File: config.mk
export PLATFORM = sky130hd
export DESIGN_NAME = llru_ctrl
export DESIGN_NICKNAME = d
export VERILOG_FILES = /design/src/rtl/llru_pkg.sv /design/src/rtl/llru_lat_store.sv /design/src/rtl/llru_route.sv /design/src/rtl/llru_ctrl.sv
export SDC_FILE = /design/constraint.sdc
export NUM_CORES = 1
export LEC_CHECK = 0
export BUFFER_PORTS_ARGS = -buffer_cell sky130_fd_sc_hd__buf_2
export CAP_MARGIN = 10
export CORE_ASPECT_RATIO = 1.5
export CORE_UTILIZATION = 30
export DETAILED_ROUTE_END_ITERATION = 6
export GPL_TIMING_DRIVEN = 0
export PLACE_DENSITY = 0.54
export SYNTH_ARGS = -nofsm -noshare
export SYNTH_HDL_FRONTEND = slang
export SYNTH_SLANG_ARGS = --single-unit
File: constraint.sdc
create_clock -name clk -period 29 [get_ports clk]
set_input_delay 7.25 -clock clk [delete_from_list [all_inputs] [get_ports clk]]
set_output_delay 7.25 -clock clk [all_outputs]
set_load 0.05 [all_outputs]
File: src/rtl/llru_pkg.sv
package llru_pkg;
  localparam int LAT_W = 2;
  localparam int CYC_W = 3;

  // class code 0 is treated as the fastest class
  function automatic logic [LAT_W-1:0] lat_class(input logic [LAT_W-1:0] code);
    return (code == '0) ? LAT_W'(1) : code;
  endfunction

  // access cost: own latency plus one per exchange, never above twice the latency
  function automatic logic [CYC_W-1:0] access_cycles(input logic [LAT_W-1:0] lat,
                                                     input logic [LAT_W-1:0] nswap);
    logic [CYC_W-1:0] raw;
    logic [CYC_W-1:0] cap;
    raw = CYC_W'(lat) + CYC_W'(nswap);
    cap = CYC_W'({lat, 1'b0});
    return (raw > cap) ? cap : raw;
  endfunction
endpackage

File: src/rtl/llru_lat_store.sv
module llru_lat_store
  import llru_pkg::*;
#(
  parameter int WAYS = 8,
  localparam int RW = $clog2(WAYS)
) (
  input  logic                            clk,
  input  logic                            rst_n,
  input  logic                            load,
  input  logic [WAYS*LAT_W-1:0]           table_in,
  output logic [WAYS-1:0][LAT_W-1:0]      lat_q,
  output logic [WAYS-1:0][RW-1:0]         seed_rank
);
  // seed code: count of ways ahead in (class, index) order
  always_comb begin
    for (int w = 0; w < WAYS; w++) begin
      int cnt;
      logic [LAT_W-1:0] lw;
      cnt = 0;
      lw  = lat_class(table_in[w*LAT_W +: LAT_W]);
      for (int j = 0; j < WAYS; j++) begin
        logic [LAT_W-1:0] lj;
        lj = lat_class(table_in[j*LAT_W +: LAT_W]);
        if (lj < lw || (lj == lw && j < w)) cnt++;
      end
      seed_rank[w] = RW'(cnt);
    end
  end

  always_ff @(posedge clk) begin
    if (!rst_n) begin
      for (int w = 0; w < WAYS; w++) lat_q[w] <= LAT_W'(1);
    end else if (load) begin
      for (int w = 0; w < WAYS; w++) lat_q[w] <= lat_class(table_in[w*LAT_W +: LAT_W]);
    end
  end
endmodule

File: src/rtl/llru_route.sv
module llru_route
  import llru_pkg::*;
#(
  parameter int WAYS = 8,
  localparam int RW = $clog2(WAYS)
) (
  input  logic [WAYS-1:0][LAT_W-1:0] lat_q,
  input  logic [WAYS-1:0][RW-1:0]    rank_q,
  input  logic [RW-1:0]              probe,
  output logic [RW-1:0]              dst,
  output logic [LAT_W-1:0]           nfaster,
  output logic [RW-1:0]              victim
);
  logic [3:0]       present;
  logic [LAT_W-1:0] cls;
  logic [LAT_W-1:0] tgt;
  logic [RW-1:0]    best;
  logic             found;

  always_comb begin
    present = '0;
    for (int w = 0; w < WAYS; w++) present[lat_q[w]] = 1'b1;
    cls     = lat_q[probe];
    nfaster = '0;
    tgt     = '0;
    for (int k = 1; k <= 3; k++) begin
      if (LAT_W'(k) < cls && present[k]) begin
        nfaster = nfaster + LAT_W'(1);
        tgt     = LAT_W'(k);
      end
    end
    // partner: oldest line of the next faster present class
    dst   = probe;
    best  = '0;
    found = 1'b0;
    for (int w = 0; w < WAYS; w++) begin
      if (lat_q[w] == tgt && (!found || rank_q[w] > best)) begin
        dst   = RW'(w);
        best  = rank_q[w];
        found = 1'b1;
      end
    end
    victim = '0;
    for (int w = 0; w < WAYS; w++)
      if (rank_q[w] == RW'(WAYS-1)) victim = RW'(w);
  end
endmodule

File: src/rtl/llru_ctrl.sv
module llru_ctrl
  import llru_pkg::*;
#(
  parameter int WAYS = 8,
  localparam int RW = $clog2(WAYS)
) (
  input  logic                    clk,
  input  logic                    rst_n,
  input  logic                    lat_load,
  input  logic [WAYS*LAT_W-1:0]   lat_table,
  input  logic                    lookup_req,
  input  logic                    lookup_hit,
  input  logic [RW-1:0]           lookup_way,
  input  logic                    fill_req,
  output logic                    busy,
  output logic                    swap_valid,
  output logic [RW-1:0]           swap_src,
  output logic [RW-1:0]           swap_dst,
  output logic [RW-1:0]           victim_way,
  output logic                    done,
  output logic [CYC_W-1:0]        done_cycles,
  output logic [WAYS*RW-1:0]      rank_vec
);
  logic [WAYS-1:0][LAT_W-1:0] lat_q;
  logic [WAYS-1:0][RW-1:0]    seed_rank;
  logic [WAYS-1:0][RW-1:0]    rank_q;
  logic [RW-1:0]              probe, dst, victim, start_way, cur_q, hitrank_q;
  logic [LAT_W-1:0]           nfaster, nswap_q, step_q;
  logic [CYC_W-1:0]           rem_q, total_q, cyc_q, start_cycles;
  logic                       busy_q, done_q, upd_q;

  // named events for the checker
  logic accept, do_load, do_fill, do_look, start_upd, swap_fire, finish;

  assign accept    = !busy_q;
  assign do_load   = accept && lat_load;
  assign do_fill   = accept && !lat_load && fill_req;
  assign do_look   = accept && !lat_load && !fill_req && lookup_req;
  assign start_upd = do_fill || (do_look && lookup_hit);
  assign start_way = do_fill ? victim : lookup_way;
  assign probe     = busy_q ? cur_q : start_way;
  assign start_cycles = start_upd ? access_cycles(lat_q[start_way], nfaster)
                                  : CYC_W'(1);
  assign swap_fire = busy_q && (step_q < nswap_q);
  assign finish    = busy_q && (rem_q == CYC_W'(1));

  llru_lat_store #(.WAYS(WAYS)) u_store (
    .clk(clk), .rst_n(rst_n), .load(do_load), .table_in(lat_table),
    .lat_q(lat_q), .seed_rank(seed_rank)
  );

  llru_route #(.WAYS(WAYS)) u_route (
    .lat_q(lat_q), .rank_q(rank_q), .probe(probe),
    .dst(dst), .nfaster(nfaster), .victim(victim)
  );

  always_ff @(posedge clk) begin
    if (!rst_n) begin
      for (int w = 0; w < WAYS; w++) rank_q[w] <= RW'(w);
      busy_q    <= 1'b0;
      done_q    <= 1'b0;
      upd_q     <= 1'b0;
      rem_q     <= '0;
      total_q   <= '0;
      cyc_q     <= '0;
      step_q    <= '0;
      nswap_q   <= '0;
      cur_q     <= '0;
      hitrank_q <= '0;
    end else begin
      done_q <= 1'b0;
      if (do_load) begin
        rank_q <= seed_rank;
      end else if (do_fill || do_look) begin
        busy_q    <= 1'b1;
        rem_q     <= start_cycles;
        total_q   <= start_cycles;
        step_q    <= '0;
        nswap_q   <= start_upd ? nfaster : '0;
        cur_q     <= start_way;
        hitrank_q <= rank_q[start_way];
        upd_q     <= start_upd;
      end
      if (busy_q) begin
        rem_q <= rem_q - CYC_W'(1);
        if (swap_fire) begin
          rank_q[cur_q] <= rank_q[dst];
          rank_q[dst]   <= rank_q[cur_q];
          cur_q         <= dst;
          step_q        <= step_q + LAT_W'(1);
        end
        if (finish) begin
          busy_q <= 1'b0;
          done_q <= 1'b1;
          cyc_q  <= total_q;
          if (upd_q) begin
            for (int w = 0; w < WAYS; w++) begin
              if (rank_q[w] == hitrank_q)     rank_q[w] <= '0;
              else if (rank_q[w] < hitrank_q) rank_q[w] <= rank_q[w] + RW'(1);
            end
          end
        end
      end
    end
  end

  assign busy        = busy_q;
  assign swap_valid  = swap_fire;
  assign swap_src    = cur_q;
  assign swap_dst    = dst;
  assign victim_way  = victim;
  assign done        = done_q;
  assign done_cycles = cyc_q;
  assign rank_vec    = rank_q;
endmodule

; Word-level counts from Yosys, hierarchy flattened
; Index checks and enable logic that the tools add are counted.
[totals]
ff_bits = 62
inputBits = 25
out_inout_bits = 39
wordCells = 531
[classes]
addsub = 69
magnitude_cmp = 106
eq_ne = 53
muxes = 181
bitwise_logic = 8
reduce_logical = 88
[ops]
columns = cell, count
row1 = $mux W3, 107
row2 = $add A3 B2 Y3 const B, 48
row3 = $mux W24, 6
row4 = $lt A2 B2 Y1, 65
row5 = $eq A2 B2 Y1, 36
row6 = $bwmux W24, 2
row7 = $mux W2, 21
row8 = $logic_or A1 B1 Y1, 37
row9 = $mux W1, 30
row10 = $logic_and A1 B1 Y1, 28
row11 = $or A4 B4 Y4, 7
row12 = $bmux W3 S3, 3
row13 = $add A3 B1 Y3 const B, 8
row14 = $eq A3 B3 Y1, 8
row15 = $gt A3 B3 Y1, 8
row16 = $lt A2 B3 Y1 const B, 8
row17 = $lt A3 B3 Y1, 8
row18 = $eq A3 B3 Y1 const B, 7
row19 = $demux W3 S3, 2
row20 = $add A1 B1 Y2 const B, 8
row21 = $demux W1 S2, 8
row22 = $ge A2 B1 Y1 const B, 8
row23 = $logic_not A2 Y1, 8
row24 = $lt A3 B4 Y1 const B, 4
row25 = other kinds (13), 30

; Logic depth before layout (Yosys ltp)
; Gate-level depths: netlist of run 1.
[depth]
word_depth = 58
depth_mapped = 81
depth_no_buf = 77

; By module
; Synthesis of run 1 repeated with hierarchy kept, for this count alone.
[hier_totals]
cells_unflattened = 1353
area_unflattened_um2 = 11034.3
[by_module_without_submodules]
columns = module, n_inst, cells_each, area_per_inst_um2, seq_area_each_um2
row1 = llru_ctrl, 1, 598, 5031.1, 920.9
row2 = llru_lat_store, 1, 537, 4320.4, 320.3
row3 = llru_route, 1, 218, 1682.9, 0.0

; Worst setup path before layout of run 1
; No wires, ideal clock.
[synth_timing]
path_type = input to output
from = in lat_load
to = out swap_dst[1]
arrival_time_ns = 20.773
required_ns = 21.750
setup_slack_ns = 0.977
stages = 70
path_buffers = 3
cell_sequence = or3b_1 -> buf_6 -> o31ai_4 -> a2111oi_0 -> a211oi_2 -> nand3_2 -> buf_6 -> ha_1 -> buf_2 -> xnor2_1 -> nand3_1 -> ha_1 -> nor2b_1 -> o21a_1 -> o21ai_0 -> a31oi_1 -> mux2i_1 -> mux2i_1 -> [34 not listed] -> mux2i_1 -> ha_1 -> nor2b_1 -> o21a_1 -> o21ai_0 -> a21oi_1 -> mux2i_1 -> a211o_1 -> nor2_1 -> a21o_1 -> ha_1 -> nor2b_1 -> o21a_1 -> o21ai_0 -> a21oi_1 -> a31o_2 -> nor2_1 -> nand2_1
[synth_between]
elab_chain_len = 42
word_cells_on_any_way = 74
cone_classes = order compare (10) / eq/ne (8) / mux (29) / reduce/logical (27)
[synth_lines]
columns = element, line
row1 = "start, declared", llru_ctrl.sv:9  ; input logic lat_load,
row2 = $logic_not A1 Y1 (*), llru_ctrl.sv:37  ; assign do_fill = accept && !lat_load && fill_req;
row3 = $logic_and A1 B1 Y1 (*) (2 in a row), llru_ctrl.sv:37
row4 = $mux W3 (*), llru_ctrl.sv:40  ; assign start_way = do_fill ? victim : lookup_way;
row5 = $mux W3 (*), llru_ctrl.sv:41  ; assign probe = busy_q ? cur_q : start_way;
row6 = $bmux W2 S3, llru_route.sv:23  ; cls = lat_q[probe];
row7 = $mux W2 (not written as such), llru_route.sv:23
row8 = $lt A1 B2 Y1, llru_route.sv:27  ; if (LAT_W'(k) < cls && present[k]) begin
row9 = $logic_and A1 B1 Y1, llru_route.sv:27
row10 = [25 not listed], n/a
row11 = $gt A3 B3 Y1 or $logic_not A1 Y1 (tied branches), llru_route.sv:37  ; if (lat_q[w] == tgt && (!found || rank_q[w] > best)) begin
row12 = $logic_or A1 B1 Y1, llru_route.sv:37
row13 = $logic_and A1 B1 Y1, llru_route.sv:37
row14 = $mux W3 or $mux W1 (tied branches), llru_route.sv:37
row15 = $gt A3 B3 Y1 or $logic_not A1 Y1 (tied branches), llru_route.sv:37
row16 = $logic_or A1 B1 Y1, llru_route.sv:37
row17 = $logic_and A1 B1 Y1, llru_route.sv:37
row18 = $mux W3 (*), llru_route.sv:37
row19 = "end, declared", llru_ctrl.sv:18  ; output logic [RW-1:0] swap_dst,
; Mark *: on every way between the ends. The rest lies on a longest branch, timed or not. The select of a mux whose other input is x is not followed.

; Final worst setup path of run 1
[layout_timing]
from = in lat_load
to = out swap_dst[0]
; The elaborated chain is that of the path after synthesis.

==> results.cfg, run 1 <==
[detailed_routing]
dr.pass1.iters = 5
drt_iter0_markers = 650
viasPerCell = 5.613
vias = 10552
drt_wl_total_um = 39570
ant_nets = 0
dr_wl_met3_um = 1892
wl_met1_um = 15430
route.detailed.drc = 0
highest_layer = met4
met2_length_um = 19700
routedWlPerCell_um = 21.05

[sta]
hold_viol = 0
slew_viol_final = 0
tightest_slew_ps = 1018
finalCritPeriodShare_pct = 97.71
max-slew-margin-rel_pct = 31.79
layout_min_cycle_time_ps = 28340
max_freq_mhz = 35.29
setup_viol = 0
finClkSkew_ps = 9.590

[logic_synthesis]
syn_area_mm2 = 0.01030
synthDistinctLibCells = 84
async_flop_share_pct = 0
ys.flop_type = dfxtp_1
synth_fp_nets = 1551
synth_top_area_cell = ha_1
ys_seq_area_share_pct = 12.05
syn_avg_cell_area_um2 = 7.615
synth_edf_count = 0
ys.warnings.count = 0
synthCells = 1353
synthTopCellsByArea = ha_1 21%, dfxtp_1 12%, nand2_1 5.9%
ys_seq_elements = 62
yosys.area.top_type_share_pct = 20.89

[die]
initial_core_util_pct = 30.62
dieArea_mm2 = 0.03511
coreArea_mm2 = 0.03365
die_y_um = 229.0
ios = 64
rows = 82
die_w_um = 153.3

[clock_network]
ctsHtreeMaxLevel = 3
cts_tree = done
clkLatencyLatePin_ps = 360
path_clk_slew_ps = 60
clockBufferDepth = 2
numCtsBuffers = 9
numClockSinks = 62
root_buffer = clkbuf_16

[critical_path]
critPathArrivalTime_ps = 21090
worstPathMaxFanout = 17
path_delay_family = compound AO/OA/AOI/OAI gates
critPathMaxStageDelay_ps = 420
worstRegToRegCells = 83
cp_common_cell = ha_1
cp.depth = 78
critPathCaptureType = primary output
required_ps = 21750
path_class = input port to primary output
cp_slowest_cell = or4_4
critPathBufInv = 15
rrSetupSlack_ps = 12170
critPathLaunchType = input port

[power]
p_leak_nw = 5.199
comb_power_share_pct = 77.5
p_seq_share_pct = 12.9
finalPower_w = 0.001202
p_sw_w = 0.0006651
internal_power_w = 0.0005369
switching_share_pct = 55.33
power_frac_clock_pct = 9.6
vdd_drop_max_mv = 0.04070
power.density_mw_per_mm2 = 99.85

[flow_run]
drv_cap = 0

[status]
status = finished clean

[place]
hpwl_um = 31530
globalplace.congestion = 0.9728
portBuffers = 62
dpl_cell_area_mm2 = 0.01114

[grt]
gr-usage-all-layers_pct = 22.59
antenna_found_initial = 0
grt_max_degree = 14
grt_first_pass_wirelength_um = 60280
grt_overflow = 0
grt_pass1_vias = 10380

[final_layout]
diodes = 0
fin_area_mm2 = 0.01204
num-nets-final = 1653
nFillCells = 3526
final_cell_mix = 168 x ha_1, 160 x nand2_1, 117 x inv_1, 116 x nor2_1, 82 x a21oi_1
area_delta_synth_final_pct = 16.83
drive_above_1_share_pct = 16.85
layout_commonest_cell = ha_1

[min_path]
worstHoldPathCells = 2
min_path_type = register to register
## final timing paths
| check | start | endpoint |
|---|---|---|
| max reg2reg | rank_vec[16]$_SDFF_PN0_ | rank_vec[5]$_SDFF_PN0_ |
| min reg2reg | done_cycles[1]$_SDFFE_PN0P_ | done_cycles[1]$_SDFFE_PN0P_ |
| max | lat_load | swap_dst[0] |
| min | done_cycles[1]$_SDFFE_PN0P_ | done_cycles[1]$_SDFFE_PN0P_ |
## worst reg2reg max path, delay by kind of cell (launching register included)
family	cells	cell delay, ps
simple gates	14	2980
fa+ha+maj	10	2610
compound gates	32	5720
mux	12	2770
buf+inv	14	1720
flops	1	660
xor+xnor	1	220
## final cells by class
type,instances,area (um2),area share (%)
clock buffer,9,225.2,1.871
sequential,62,1241,10.31
multi-input combinational,1120,8705,72.31
clock inverter,7,82.58,0.6860
buffer,50,242.7,2.016
inverter,120,461.7,3.835
tap,420,525.5,4.365
timing repair buffer,92,554.3,4.605
## synthesized netlist by cell type (8+ instances only)
cell       count
ha_1         172
nand2_1      162
inv_1        117
nor2_1       117
a21oi_1       85
dfxtp_1       62
o21ai_0       62
xnor2_1       62
mux2i_1       48
mux2_2        41
clkbuf_1      39
nor2b_1       37
nand3_1       32
o22ai_1       24
xor2_1        24
nand2b_1      22
o211ai_1      14
o21a_1        12
o221ai_1      11
a2111oi_0     10
a211oi_1      10
a31oi_1       10
and2_1        10
mux4_2        10
o21ai_1        9
a22oi_1        8
or2_2          8
## through the flow
step / hold WS, ps / instances / setup slack, ps / setup TNS, ps / util, %
floorplan: 432.2 / 1353 / 977.5 / 0 / -
finish: 451.8 / 1880 / 664.7 / 0 / 35.77
global placement: 442.9 / 1835 / -2339 / -6892 / 33.10
global route: 473.3 / 1880 / -9.285 / -9.285 / 35.77
CTS: 455.2 / 1863 / 16.29 / 0 / 34.58
detailed placement: 446.2 / 1835 / -2557 / -7520 / 33.10
## per-layer routing
| layer | up-vias | global-route usage (%) |
|---|---|---|
| li1 | 5040 | - |
| met1 | 4981 | 24.66 |
| met2 | 388 | 41.30 |
| met3 | 143 | 2.971 |
| met4 | 0 | 13.42 |
| met5 | - | 0 |
## logic make-up (layout without fill, tap and decap cells)
group	Yosys count	after routing	synth area share [%]
and+or+nand+nor	429	429	19.39
AOI/OAI and AO/OA	330	330	21.76
adders and majority gates	173	173	21.08
buffers and inverters	171	278	6.679
muxes	102	102	11.73
xor gates and xnor gates	86	86	7.310
DFF	62	62	12.05
## registers in the layout, indices dropped and copies added, names as in the netlist
register / flops
rank_vec: 24
u_store.lat_q: 16
done_cycles: 3
hitrank_q: 3
rem_q: 3
swap_src: 3
total_q: 3
nswap_q: 2
step_q: 2
busy: 1
done: 1
upd_q: 1
## power groups by stage
| stage | clock [W] | combinational [W] | sequential, W |
|---|---|---|---|
| 2_1_floorplan | 0 | 0.000588 | 0.000168 |
| 3_3_place_gp | 0 | 0.000824 | 0.000154 |
| 3_5_place_dp | 0 | 0.000841 | 0.000153 |
| 4_1_cts | 0.000117 | 0.000873 | 0.000151 |
| 5_1_grt | 0.000120 | 0.00102 | 0.000155 |
| 6_report | 0.000115 | 0.000931 | 0.000156 |
## repair_timing
action,CTS,global route
pin swaps,6,16
gates resized for setup,28,58
gates cloned,0,0
endpoints found under the setup margin,3,3
buffers inserted,12,18
endpoints found under the hold margin,0,0
hold buffers,0,0
No activity file was read; power rests on OpenSTA's default activity.
==> run 2, diff against run 1 <==
PLACE_DENSITY = 0.44   (was 0.54)
clock period = 33.4 ns   (was 29 ns; I/O delays follow)
==> run 2 against run 1 <==
Final cell count decreased by 1.3%. Utilization decreased by 1.7 points. Global-route usage increased by 1.6 points. Critical path type unchanged. First-iteration DRC count decreased by 14%. Non-clock buffer count decreased by 25. Sequential power decreased by 13%. Register-to-register slack improved by 3000 ps. Largest power group unchanged. Sequential share of layout area increased by 0.50 points. Critical endpoint unchanged. Setup slack improved by 380 ps. Critical path depth decreased by 3. Combinational power decreased by 19%.
==> results.cfg, run 2 (synthesized netlist as in run 1, its figures left out) <==
[detailed_routing]
route.detailed.drc = 0
viasPerCell = 5.546
vias = 10287
ant_nets = 0
routedWlPerCell_um = 22.38
drt_wl_total_um = 41510
drt_iter0_markers = 559
dr.pass1.iters = 5

[power]
internal_power_w = 0.0004187
vdd_drop_max_mv = 0.04498
p_seq_share_pct = 13.7
p_sw_w = 0.0005625
p_leak_nw = 5.015
switching_share_pct = 57.33
power.density_mw_per_mm2 = 85.48
power_frac_clock_pct = 9.4
comb_power_share_pct = 76.9

[die]
dieArea_mm2 = 0.03511
rows = 82
ios = 64
initial_core_util_pct = 30.62
die_w_um = 153.3
die_y_um = 229.0
coreArea_mm2 = 0.03365

[critical_path]
worstRegToRegCells = 78
critPathLaunchType = input port
cp_common_cell = ha_1
required_ps = 25050
path_delay_family = compound AO/OA/AOI/OAI gates
critPathBufInv = 13
rrSetupSlack_ps = 15140
r2r-start = rank_vec[16]$_SDFF_PN0_
critPathArrivalTime_ps = 24010
critPathMaxStageDelay_ps = 430
r2r-end = rank_vec[15]$_SDFF_PN1_
worstPathMaxFanout = 10
critPathCaptureType = primary output
path_class = input port to primary output
cp.depth = 75
cp_slowest_cell = o31ai_4

[sta]
max_freq_mhz = 30.90
hold_viol = 0
setup_viol = 0
finalCritPeriodShare_pct = 96.88
max-slew-margin-rel_pct = 35.57
holdWs_ps = 461.0
rsz0062_at_grt = no
finClkSkew_ps = 8.514
tightest_slew_ps = 961.2
slew_viol_final = 0
layout_min_cycle_time_ps = 32360

[final_layout]
largest_reg_flops = 24
drive_above_1_share_pct = 12.47
area_delta_synth_final_pct = 11.40
nFillCells = 3692
diodes = 0
stdcell_count = 1855
layout_commonest_cell = ha_1
final_cell_mix = 172 x ha_1, 162 x nand2_1, 117 x inv_1, 117 x nor2_1, 85 x a21oi_1
num-nets-final = 1628
fin_area_mm2 = 0.01148

[min_path]
holdPathEnd = done_cycles[1]$_SDFFE_PN0P_
worstHoldPathCells = 2
min_path_type = register to register
hp-start = done_cycles[1]$_SDFFE_PN0P_

[grt]
gr-usage-all-layers_pct = 24.14
met3_usage_pct = 2.346
grt_overflow = 0
met2_usage_pct = 45.16
use_met1_pct = 25.74
busiest_layer = met2
grt_first_pass_wirelength_um = 62740
grt_pass1_vias = 10076
grt_max_degree = 12
antenna_found_initial = 0

[clock_network]
numClockSinks = 62
hold_buffers = 0
clockBufferDepth = 2
root_buffer = clkbuf_16
numCtsBuffers = 9
clkLatencyLatePin_ps = 380
cts_tree = done
ctsHtreeMaxLevel = 3
path_clk_slew_ps = 60

[flow_run]
drv_cap = 0

[place]
globalplace.congestion = 0.9701
dpl.cell_count = 1835
dpl_cell_area_mm2 = 0.01114
portBuffers = 62
hpwl_um = 33880

[status]
status = finished clean
-- run 2: changes by cell type in the layout (fill, tap and decap cells not counted), moves of 4 or more --
| cell | change |
|---|---|
| o21ai_0 | +7 |
| buf_4 | -26 |
| mux2i_2 | -4 |
| ha_1 | +4 |
| buf_2 | +5 |
| a31oi_1 | +5 |
| ha_4 | -4 |
| mux2i_1 | +5 |
-- run 2: worst max path at each step --
stage | from | endpoint | slack [ps]
finish | lat_load | swap_dst[0] | 1040
detailed placement | lat_load | swap_dst[0] | -340
CTS | fill_req | swap_dst[0] | 20
global placement | fill_req | swap_dst[0] | -230
global route | lat_load | swap_dst[0] | 20
floorplan | lat_load | swap_dst[1] | 3180
-- run 2: timing repair --
item | in CTS | in global routing
buffers inserted | 0 | 4
endpoints found under the setup margin | 3 | 3
pin swaps | 0 | 2
gates resized for setup | 2 | 9
-- run 2: routing by layer --
layer,up-vias,part of all wire [%]
li1,5000,-
met1,4870,39
met2,314,52
met3,103,3.6
met4,0,5.6
met5,-,0
-- run 2: cell type report --
cell class / instances / area, um2 / area share [%]
Multi-Input combinational cell: 1120 / 8414 / 73.31
Sequential cell: 62 / 1241 / 10.81
Tap cell: 420 / 525.5 / 4.578
Inverter: 120 / 455.4 / 3.968
Timing Repair Buffer: 66 / 340.3 / 2.965
Clock buffer: 11 / 232.7 / 2.027
Buffer: 51 / 232.7 / 2.027
Clock inverter: 5 / 36.28 / 0.3161
-- run 2: power by group through the flow --
stage	combinational (W)	clock (W)	sequential, W
floorplan	0.000511	0	0.000146
global placement	0.000736	0	0.000136
detailed placement	0.000745	0	0.000135
CTS	0.000750	0.0000936	0.000133
global route	0.000828	0.0000958	0.000136
finish	0.000755	0.0000919	0.000135
-- run 2: worst min-delay path: cells and delay by family (launching register included) --
kind / cells / cell delay, ps
flip-flops: 1 / 310
AND/OR/NAND/NOR: 1 / 50
AO/OA/AOI/OAI: 1 / 50
-- run 2: metrics by stage --
stage	total power [W]	util, %	setup TNS (ps)	worst slack [ps]
CTS	0.0009768	33.93	0	24.41
floorplan	0.0006569	-	0	3177
global placement	0.0008719	33.10	-544.5	-230.1
detailed placement	0.0008800	33.10	-896.0	-335.6
global route	0.001060	34.11	0	23.67
finish	0.0009812	34.11	0	1042
==> run 3, diff against run 2 <==
CELL_PAD_IN_SITES_DETAIL_PLACEMENT = 1   (was unset)
CELL_PAD_IN_SITES_GLOBAL_PLACEMENT = 1   (was unset)
PLACE_DENSITY = 0.55   (was 0.44)
SYNTH_HIERARCHICAL = 1   (was unset)
==> run 3 against run 2 <==
Die area grew 7.0%. First-iteration DRC count is 20% lower. Global-route usage rose by 0.099 points. Sequential share of layout area decreased by 0.68 points. Via count grew 4.4%. Final area rose by 6.7%. Synthesized cell count did not move. Clock skew hardly changed. Critical endpoint is now swap_dst[2]. Largest cell class unchanged. Largest power group unchanged.
==> results.cfg, run 3 <==
[critical_path]
critPathCaptureType = primary output
worstRegToRegCells = 76
r2r-end = rank_vec[14]$_SDFF_PN1_
required_ps = 25050
cp_common_cell = ha_1
worstPathMaxFanout = 10
cp_slowest_cell = mux2i_1
r2r-start = rank_vec[9]$_SDFF_PN1_
critPathLaunchType = input port
critPathArrivalTime_ps = 23150
rrSetupSlack_ps = 15510
critPathMaxStageDelay_ps = 810
path_class = input port to primary output

[die]
initial_core_util_pct = 30.61
die_y_um = 236.9
coreArea_mm2 = 0.03605
rows = 85
ios = 64
die_w_um = 158.6
dieArea_mm2 = 0.03757

[clock_network]
numClockSinks = 62
clockBufferDepth = 2
cts_tree = done
numCtsBuffers = 9
ctsHtreeMaxLevel = 3
clkLatencyLatePin_ps = 360
hold_buffers = 0
path_clk_slew_ps = 50
cts_resized = 0
postCtsSetupBuffers = 0
root_buffer = clkbuf_16

[detailed_routing]
route.detailed.drc = 0
dr.pass1.iters = 4
ant_nets = 0
drt_wl_total_um = 44320
vias = 10735
routedWlPerCell_um = 23.22
viasPerCell = 5.623
drt_iter0_markers = 447

[sta]
finClkSkew_ps = 8.239
max_freq_mhz = 31.74
setup_viol = 0
slew_viol_final = 0
rsz0062_at_grt = no
finalCritPeriodShare_pct = 94.32
hold_viol = 0
tightest_slew_ps = 1062
setup_tns_ps = 0
layout_min_cycle_time_ps = 31500
max-slew-margin-rel_pct = 27.17

[logic_synthesis]
synth_fp_nets = 1524
yosys.area.top_type_share_pct = 16.44
synthDistinctLibCells = 109
synthCells = 1353
synth_top_cells_by_count = 145 x ha_1, 141 x nand2_1, 91 x inv_1, 68 x nor2_1, 63 x mux2i_1
synth_edf_count = 0
async_flop_share_pct = 0
ys_seq_area_share_pct = 11.25
ys.warnings.count = 6
synth_top_area_cell = ha_1
syn_area_mm2 = 0.01103
ys.flop_type = dfxtp_1
syn_avg_cell_area_um2 = 8.155
synth_most_common_cell = ha_1
ys_seq_elements = 62
synthTopCellsByArea = ha_1 16%, dfxtp_1 11%, mux2i_1 5.7%

[power]
p_leak_nw = 5.185
vdd_drop_max_mv = 0.03376
power.density_mw_per_mm2 = 76.74

[grt]
grt_first_pass_wirelength_um = 67380
grt_max_degree = 14
grt_overflow = 0
antenna_found_initial = 0
grt_pass1_vias = 11188
gr-usage-all-layers_pct = 24.24

[final_layout]
num-nets-final = 1597
final_cell_mix = 145 x ha_1, 141 x nand2_1, 91 x inv_1, 75 x buf_2, 68 x nor2_1
drive_above_1_share_pct = 13.84
area_delta_synth_final_pct = 10.98
largest_reg_flops = 24
fin_area_mm2 = 0.01225
layout_commonest_cell = ha_1
diodes = 0

[status]
status = finished clean

[flow_run]
drv_cap = 0

[min_path]
worstHoldPathCells = 2
hp-start = total_q[0]$_SDFFE_PN0P_
min_path_type = register to register
holdPathEnd = total_q[0]$_SDFFE_PN0P_

[place]
portBuffers = 62
hpwl_um = 35510
dpl_cell_area_mm2 = 0.01194
globalplace.congestion = 0.9206
==> run 3: area by class of cell <==
cell class	instances	area, um2
Buffer	55	299.0
Inverter	95	356.6
Clock inverter	3	42.54
Multi-Input combinational cell	1141	9138
Timing Repair Buffer	62	310.3
Clock buffer	13	260.3
Tap cell	478	598.1
Sequential cell	62	1241
Fill cell	4349	23810
==> run 3: how the worst max path moves through the flow <==
stage,from,endpoint,slack [ps],depth (start not counted)
3_5_place_dp,fill_req,swap_dst[2],1990,68
6_report,fill_req,swap_dst[2],1900,68
2_1_floorplan,fill_req,swap_dst[0],4310,65
3_3_place_gp,fill_req,swap_dst[2],2210,68
4_1_cts,fill_req,swap_dst[2],1950,68
5_1_grt,fill_req,swap_dst[2],910,69
==> run 3: per-stage QoR <==
| stage | hold slack [ps] | power [W] | util [%] | instances | worst slack [ps] |
|---|---|---|---|---|---|
| after floorplan | 439.6 | 0.0006348 | - | 1353 | 4307 |
| after global placement | 471.5 | 0.0008204 | 33.13 | 1893 | 2208 |
| after detailed placement | 486.9 | 0.0008357 | 33.13 | 1893 | 1995 |
| after CTS | 494.8 | 0.0009410 | 33.96 | 1909 | 1946 |
| after global routing | 517.7 | 0.001012 | 33.96 | 1909 | 911.8 |
| final | 487.5 | 0.0009398 | 33.96 | 1909 | 1898 |
==> run 3: where the power goes <==
group | switching, W | internal [W]
logic | 0.000425 | 0.000279
registers | 0.0000497 | 0.0000859
clock network | 0.0000381 | 0.0000617
==> run 3: cells by family (layout without fill, tap and decap cells) <==
group,Yosys count,count (layout),share of synthesized area [%]
muxes,108,108,13.15
AOI/OAI and AO/OA,332,332,21.17
buffers and inverters,150,228,5.942
xor gates and xnor gates,100,100,9.831
and+or+nand+nor,443,443,20.85
DFF,62,62,11.25
adders and majority gates,158,158,17.80
==> run 3: critical path, delay by kind of cell <==
kind	cells	cell delay (ps)
XOR/XNOR	1	130
adder cells (fa/ha/maj)	8	2120
AO/OA/AOI/OAI	34	6520
buffers and inverters	8	1220
multiplexers	6	2390
AND/OR/NAND/NOR	11	2390
==> run 3: metal layers <==
layer | wire, um | up-vias | GRT usage, %
met3 | 1458 | 91 | 2.764
met5 | 0 | - | 0
met4 | 1966 | 0 | 10.93
met1 | 18030 | 5272 | 27.36
li1 | - | 5120 | -
met2 | 22860 | 252 | 44.59
